### config.mk
export PLATFORM = sky130hd
export DESIGN_NAME = mdio_mgmt_master
export DESIGN_NICKNAME = d
export VERILOG_FILES = /design/src/rtl/mdio_mgmt_pkg.sv /design/src/rtl/mdio_clk_gen.sv /design/src/rtl/mdio_frame_eng.sv /design/src/rtl/mdio_reg_file.sv /design/src/rtl/mdio_mgmt_master.sv
export SDC_FILE = /design/constraint.sdc
export NUM_CORES = 1
export LEC_CHECK = 0
export BUFFER_PORTS_ARGS = -buffer_cell sky130_fd_sc_hd__buf_4
export CORE_MARGIN = 2
export CORE_UTILIZATION = 62
export DETAILED_ROUTE_END_ITERATION = 7
export PLACE_DENSITY = 0.91
export SLEW_MARGIN = 20
export SYNTH_ARGS = -nofsm -noshare
export SYNTH_HDL_FRONTEND = slang
export SYNTH_SLANG_ARGS = --single-unit
### constraint.sdc
create_clock -name clk -period 5.7 [get_ports clk]
set_input_delay 0.57 -clock clk [delete_from_list [all_inputs] [get_ports clk]]
set_output_delay 0.57 -clock clk [all_outputs]
set_load 0.03 [all_outputs]
### src/rtl/mdio_mgmt_pkg.sv
package mdio_mgmt_pkg;
    localparam int PHY_AW    = 5;
    localparam int REG_AW    = 5;
    localparam int DATA_W    = 16;
    localparam int PRE_LEN   = 32;
    localparam int FRAME_LEN = PRE_LEN + 2 + 2 + PHY_AW + REG_AW + 2 + DATA_W;
    localparam int IDX_W     = $clog2(FRAME_LEN);
    // first bit position that is released on a read (turnaround)
    localparam int RD_REL    = FRAME_LEN - DATA_W - 2;
    localparam int RD_DATA   = FRAME_LEN - DATA_W;

    typedef enum logic [1:0] {ENG_IDLE, ENG_RUN, ENG_FIN} eng_state_t;

    typedef struct packed {
        logic [PHY_AW-1:0] phy;
        logic [REG_AW-1:0] idx;
        logic              wr;
    } cmd_t;
endpackage

### src/rtl/mdio_clk_gen.sv
module mdio_clk_gen #(
    parameter int CLK_DIV = 10
) (
    input  logic clk,
    input  logic rst_n,
    input  logic en,
    output logic mdc,
    output logic rise,
    output logic fall
);
    localparam int CNT_W = (CLK_DIV > 1) ? $clog2(CLK_DIV) : 1;
    localparam logic [CNT_W-1:0] CNT_LAST = CNT_W'(CLK_DIV - 1);

    typedef struct packed {
        logic [CNT_W-1:0] cnt;
        logic             mdc;
    } cg_t;

    cg_t s_q, s_d;
    logic wrap;

    always_comb begin
        s_d  = s_q;
        wrap = en && (s_q.cnt == CNT_LAST);
        if (!en) begin
            s_d.cnt = '0;
            s_d.mdc = 1'b0;
        end else if (wrap) begin
            s_d.cnt = '0;
            s_d.mdc = !s_q.mdc;
        end else begin
            s_d.cnt = s_q.cnt + 1'b1;
        end
    end

    always_ff @(posedge clk or negedge rst_n) begin
        if (!rst_n) s_q <= '0;
        else        s_q <= s_d;
    end

    assign mdc  = s_q.mdc;
    assign rise = wrap && !s_q.mdc;
    assign fall = wrap &&  s_q.mdc;
endmodule

### src/rtl/mdio_frame_eng.sv
module mdio_frame_eng
    import mdio_mgmt_pkg::*;
(
    input  logic              clk,
    input  logic              rst_n,
    input  logic              start,
    input  cmd_t              cmd,
    input  logic [DATA_W-1:0] wdata,
    input  logic              rise,
    input  logic              fall,
    input  logic              mdio_i,
    output logic              run,
    output logic              done,
    output logic              mdio_o,
    output logic              mdio_oe,
    output logic [DATA_W-1:0] rd_data
);
    typedef struct packed {
        eng_state_t           st;
        logic [IDX_W-1:0]     bit_n;
        logic [FRAME_LEN-1:0] sh;
        logic                 oe;
        logic                 is_rd;
        logic [DATA_W-1:0]    rd;
    } eng_t;

    eng_t s_q, s_d;
    logic [FRAME_LEN-1:0] frame;

    always_comb begin
        frame = {{PRE_LEN{1'b1}}, 2'b01,
                 cmd.wr ? 2'b01 : 2'b10,
                 cmd.phy, cmd.idx,
                 cmd.wr ? {2'b10, wdata} : {(DATA_W+2){1'b1}}};
        s_d = s_q;
        case (s_q.st)
            ENG_IDLE: begin
                if (start) begin
                    s_d.st    = ENG_RUN;
                    s_d.bit_n = '0;
                    s_d.sh    = frame;
                    s_d.oe    = 1'b1;
                    s_d.is_rd = !cmd.wr;
                end
            end
            ENG_RUN: begin
                if (rise && s_q.is_rd && (s_q.bit_n >= IDX_W'(RD_DATA)))
                    s_d.rd = {s_q.rd[DATA_W-2:0], mdio_i};
                if (fall) begin
                    if (s_q.bit_n == IDX_W'(FRAME_LEN - 1)) begin
                        s_d.st = ENG_FIN;
                        s_d.oe = 1'b0;
                        s_d.sh = '1;
                    end else begin
                        s_d.bit_n = s_q.bit_n + 1'b1;
                        s_d.sh    = {s_q.sh[FRAME_LEN-2:0], 1'b1};
                        s_d.oe    = !(s_q.is_rd &&
                                      (s_q.bit_n + 1'b1 >= IDX_W'(RD_REL)));
                    end
                end
            end
            default: s_d.st = ENG_IDLE;
        endcase
    end

    always_ff @(posedge clk or negedge rst_n) begin
        if (!rst_n) begin
            s_q    <= '0;
            s_q.sh <= '1;
        end else begin
            s_q <= s_d;
        end
    end

    assign run     = (s_q.st == ENG_RUN);
    assign done    = (s_q.st == ENG_FIN);
    assign mdio_o  = s_q.sh[FRAME_LEN-1];
    assign mdio_oe = s_q.oe;
    assign rd_data = s_q.rd;
endmodule

### src/rtl/mdio_reg_file.sv
module mdio_reg_file
    import mdio_mgmt_pkg::*;
#(
    parameter int ADDR_W = 4
) (
    input  logic              clk,
    input  logic              rst_n,
    input  logic              reg_wr,
    input  logic [ADDR_W-1:0] reg_addr,
    input  logic [31:0]       reg_wdata,
    output logic [31:0]       reg_rdata,
    input  logic              done,
    input  logic [DATA_W-1:0] rd_data,
    output logic              start,
    output cmd_t              cmd,
    output logic              busy,
    output logic [DATA_W-1:0] data_val
);
    localparam logic [ADDR_W-1:0] IDX_CMD  = ADDR_W'(0);
    localparam logic [ADDR_W-1:0] IDX_DATA = ADDR_W'(1);

    typedef struct packed {
        cmd_t              cmd;
        logic              busy;
        logic              start;
        logic [DATA_W-1:0] data;
    } rf_t;

    rf_t s_q, s_d;

    always_comb begin
        s_d       = s_q;
        s_d.start = 1'b0;
        if (done) begin
            s_d.busy = 1'b0;
            if (!s_q.cmd.wr) s_d.data = rd_data;
        end
        if (reg_wr && !s_q.busy) begin
            if (reg_addr == IDX_CMD) begin
                s_d.cmd.phy = reg_wdata[15:11];
                s_d.cmd.idx = reg_wdata[10:6];
                s_d.cmd.wr  = reg_wdata[1];
                s_d.busy    = 1'b1;
                s_d.start   = 1'b1;
            end else if (reg_addr == IDX_DATA) begin
                s_d.data = reg_wdata[DATA_W-1:0];
            end
        end
    end

    always_ff @(posedge clk or negedge rst_n) begin
        if (!rst_n) s_q <= '0;
        else        s_q <= s_d;
    end

    always_comb begin
        reg_rdata = '0;
        if (reg_addr == IDX_CMD)
            reg_rdata = {16'b0, s_q.cmd.phy, s_q.cmd.idx, 4'b0, s_q.cmd.wr, s_q.busy};
        else if (reg_addr == IDX_DATA)
            reg_rdata = {16'b0, s_q.data};
    end

    assign start    = s_q.start;
    assign cmd      = s_q.cmd;
    assign busy     = s_q.busy;
    assign data_val = s_q.data;
endmodule

### src/rtl/mdio_mgmt_master.sv
module mdio_mgmt_master
    import mdio_mgmt_pkg::*;
#(
    parameter int CLK_DIV = 10,
    parameter int ADDR_W  = 4
) (
    input  logic              clk,
    input  logic              rst_n,
    input  logic              reg_wr,
    input  logic [ADDR_W-1:0] reg_addr,
    input  logic [31:0]       reg_wdata,
    output logic [31:0]       reg_rdata,
    output logic              mdc,
    output logic              mdio_o,
    output logic              mdio_oe,
    input  logic              mdio_i
);
    logic              start, done, run, rise, fall, busy;
    cmd_t              cmd;
    logic [DATA_W-1:0] data_val, rd_data;

    mdio_reg_file #(.ADDR_W(ADDR_W)) u_regs (
        .clk(clk), .rst_n(rst_n), .reg_wr(reg_wr), .reg_addr(reg_addr),
        .reg_wdata(reg_wdata), .reg_rdata(reg_rdata), .done(done),
        .rd_data(rd_data), .start(start), .cmd(cmd), .busy(busy),
        .data_val(data_val)
    );

    mdio_clk_gen #(.CLK_DIV(CLK_DIV)) u_clk (
        .clk(clk), .rst_n(rst_n), .en(run), .mdc(mdc), .rise(rise), .fall(fall)
    );

    mdio_frame_eng u_eng (
        .clk(clk), .rst_n(rst_n), .start(start), .cmd(cmd), .wdata(data_val),
        .rise(rise), .fall(fall), .mdio_i(mdio_i), .run(run), .done(done),
        .mdio_o(mdio_o), .mdio_oe(mdio_oe), .rd_data(rd_data)
    );
endmodule

==> summary.txt <==
Outcome
  – Outcome: finished, final reports clean

Synth
  – Synthesized instance count: ~480
  – Synthesis warning total: 0
  – FF+latch count, synth: 124
  – Top-area cell type share of the netlist area: 29.58%
  – Unique masters post-synth: 50
  – Synth cell count leaders: 64 x dfstp_2, 60 x dfrtp_1, 45 x o21ai_0, 34 x o22a_1, 32 x mux2_2
  – Sequential-to-total area share from yosys stat: a little under three fifths
  – Asr flop ratio synth: 100.0%
  – Post-Syn Area: between 5000 and 6000 um^2
  – Post-synth EDFFs: 0
  – Leading post-synthesis cells by cell area: dfstp_2 30%, dfrtp_1 26%, mux2_2 6.3%
  – Synth area leader: dfstp_2
  – Post-Syn Area per Cell: around 12 um^2
  – Count leader, synth: dfstp_2
  – Synth Flop Type: dfstp_2

Cells and area
  – FILL cells: 496
  – Diode count: 0
  – Final net count: about 560
  – Layout cells sized above 1: 35.42%
  – Syn-to-layout area delta: 15.17%

Clock tree
  – Clock sinks: roughly 120
  – Clk buf depth: 2
  – Cts repair resizes: 0
  – CTS tree: built
  – Hold Buf Count CTS: 0
  – Worst-Skew Late Latency: around 520 ps
  – Postcts setup bufs: 0
  – Root buf cell: clkbuf_8
  – Cts bufs inserted: 17
  – Clock transition at path regs: about 70 ps
  – H-tree lvl count: 4

Critical path
  – RR Endpoint: u_eng.s_q[40]
  – Reg2Reg Depth: 7
  – Worst-path fanout max: 56
  – Crit-path max cell delay: around 560 ps
  – CP Cell Sequence: inv_1 > ha_1 > and4b_1 > nand2_1 > a21oi_4 > buf_4 > mux2_1
  – Crit. End Element: flip-flop
  – Top Family by Delay on Critical Path: buffers and inverters
  – Capture point of the worst path: u_eng.s_q[40]
  – FF-to-FF Start: u_clk.s_q[2]
  – Critical path's slowest cell: buf_4
  – R2R setup slack: 3080 ps
  – Crit start category: flip-flop
  – CP Depth: 7
  – CP arrival: a little over 3000 ps
  – CP Class: flip-flop to flip-flop
  – Launch point of the worst path: u_clk.s_q[2]
  – Buf/Inv on CP: 2
  – Critical path required time: roughly 6100 ps

Placed design
  – IO Port Bufs: 42
  – Dpl hpwl: approximately 7500 um
  – GPL Wtd Cong: roughly 0.84

Floorplanning
  – IO Count: 75
  – Starting density of the core: 64.55%
  – Num rows: 34
  – Die ar.: between 9000 and 10,000 um^2
  – Die Y: roughly 100 um
  – Chip width: 99.75 um
  – Core ar.: roughly 8800 um^2

Power and ir drop
  – Leak: 0.002750 uW
  – Power Density: between 300 and 400 nW/um^2
  – Gate power share: approximately 4%
  – Int Pwr: approximately 1600 uW
  – Part of the power in registers: roughly 44%
  – NetSw: 482.7 uW
  – Overall Power: about 2000 uW
  – Sw Ratio: about a quarter
  – Clock Power Share: approximately half
  – Worst vdd ir: between 0.15 and 0.2 mV

Global routing
  – First-pass GRT wire length: 21,070 um
  – Pin count of the biggest net entering global routing: 68
  – Vias in the first global route: ~4,200
  – Total grt overflow: 0
  – Antenna violations before repair: 0
  – GRT Util Overall: between 20% and 30%

Detailed routing
  – Iteration-0 DRC count of the detailed router: 376
  – Post-DR vias/cell: about 6.6
  – Routed wire per std cell: around 21 um
  – Drt drc: 0
  – DR vias: between 4,000 and 5,000
  – Total wire length: roughly 13,000 um
  – First-pass detailed-route iteration total: 4
  – Post-route ant nets: 0

Hold path
  – Min-delay worst type: input port to async pin

Timing
  – Max frequency: approximately 380 MHz
  – Tcrit/Tclk final: a little under half
  – Worst-Margin Slew: around 1200 ps
  – Fin Clk Skew: roughly 11 ps
  – RSZ-0062 raised after global routing: false
  – Final setup fails: 0
  – Slew Limit Headroom: 22.94%
  – Pins Over Slew Limit: 0
  – Final Hold Vio Count: 0
  – Tmin final: roughly 2600 ps
  – Fin Setup TNS: 0 ps

Run
  – Maxcap violations: 0
[cell usage in the layout (no fill, tap or decap), types with 8 or more instances in the layout]
cell / synthesis / routed
a21oi_1: 25 / 25
a22o_1: 12 / 12
a2bb2oi_1: 17 / 17
buf_4: 21 / 47
clkbuf_16: 0 / 16
conb_1: 1 / 16
dfrtp_1: 60 / 60
dfstp_2: 64 / 64
mux2_1: 8 / 8
mux2_2: 32 / 32
mux2i_1: 17 / 17
nand2_1: 27 / 27
nor2_1: 20 / 19
o21ai_0: 45 / 45
o21ai_1: 10 / 10
o22a_1: 34 / 34
[sequential cells by signal (all words and copies together) (netlist names)]
register,count
u_clk.mdc,1
u_clk.s_q,4
u_eng.mdio_o,1
u_eng.mdio_oe,1
u_eng.rd_data,16
u_eng.s_q,72
u_regs.busy,1
u_regs.cmd,11
u_regs.data_val,16
u_regs.start,1
[cells by family after synthesis]
group / Yosys count / share of synthesized area, %
multiplexers: 57 / 10.92
other: 1 / 0.06597
XOR/XNOR: 3 / 0.4623
adder cells (fa/ha/maj): 4 / 0.8805
buffers and inverters: 54 / 5.415
AND/OR/NAND/NOR: 79 / 7.528
AO/OA/AOI/OAI: 157 / 18.73
flip-flops: 124 / 56.00
[layer usage]
layer	track usage, %	vias up	part of all wire [%]
li1	-	1795	-
met2	45.89	210	51
met3	6.044	50	5.7
met5	0	-	0
met1	34.86	2122	39
met4	12.64	0	4.0
[power groups by stage]
| stage | Sequential [uW] | Clock (uW) | Combinational [uW] |
|---|---|---|---|
| 2_1_floorplan | 914 | 0 | 46.5 |
| 3_3_place_gp | 915 | 0 | 76.0 |
| 3_5_place_dp | 916 | 0 | 78.3 |
| 4_1_cts | 902 | 1060 | 79.3 |
| 5_1_grt | 903 | 1100 | 86.1 |
| 6_report | 903 | 1050 | 79.0 |
[layout make-up]
cell class	count	area, um^2	share of cell area, %
clock buffers	17	414.1	6.326
clock inverters	15	163.9	2.504
inverters	8	30.03	0.4587
multi-input cells	316	2256	34.46
flip-flops and latches	124	3183	48.62
well taps	108	135.1	2.064
repair buffers	48	364.1	5.562
[worst min-delay path by stage]
stage                    endpoint  slack, ps  depth (start not counted)
CTS                 u_eng.s_q[85]        110                          1
global route        u_eng.s_q[82]        160                          1
finish              u_eng.s_q[82]        100                          1
detailed placement   u_clk.s_q[1]        490                          1
floorplan               u_clk.mdc        270                          0
global placement    u_eng.s_q[49]        480                          2
[metrics by stage]
step	setup WS (ps)	cell area [um^2]	hold slack (ps)	util, %	instances
after floorplan	3537	5741	274.4	-	494
after global placement	2827	5953	476.6	67.60	603
after detailed placement	2734	5953	490.3	67.60	603
after CTS	3134	6531	110.3	74.17	635
after global routing	2987	6546	156.2	74.34	636
final	3084	6546	95.27	74.34	636
(Power assumes the default switching activity.)
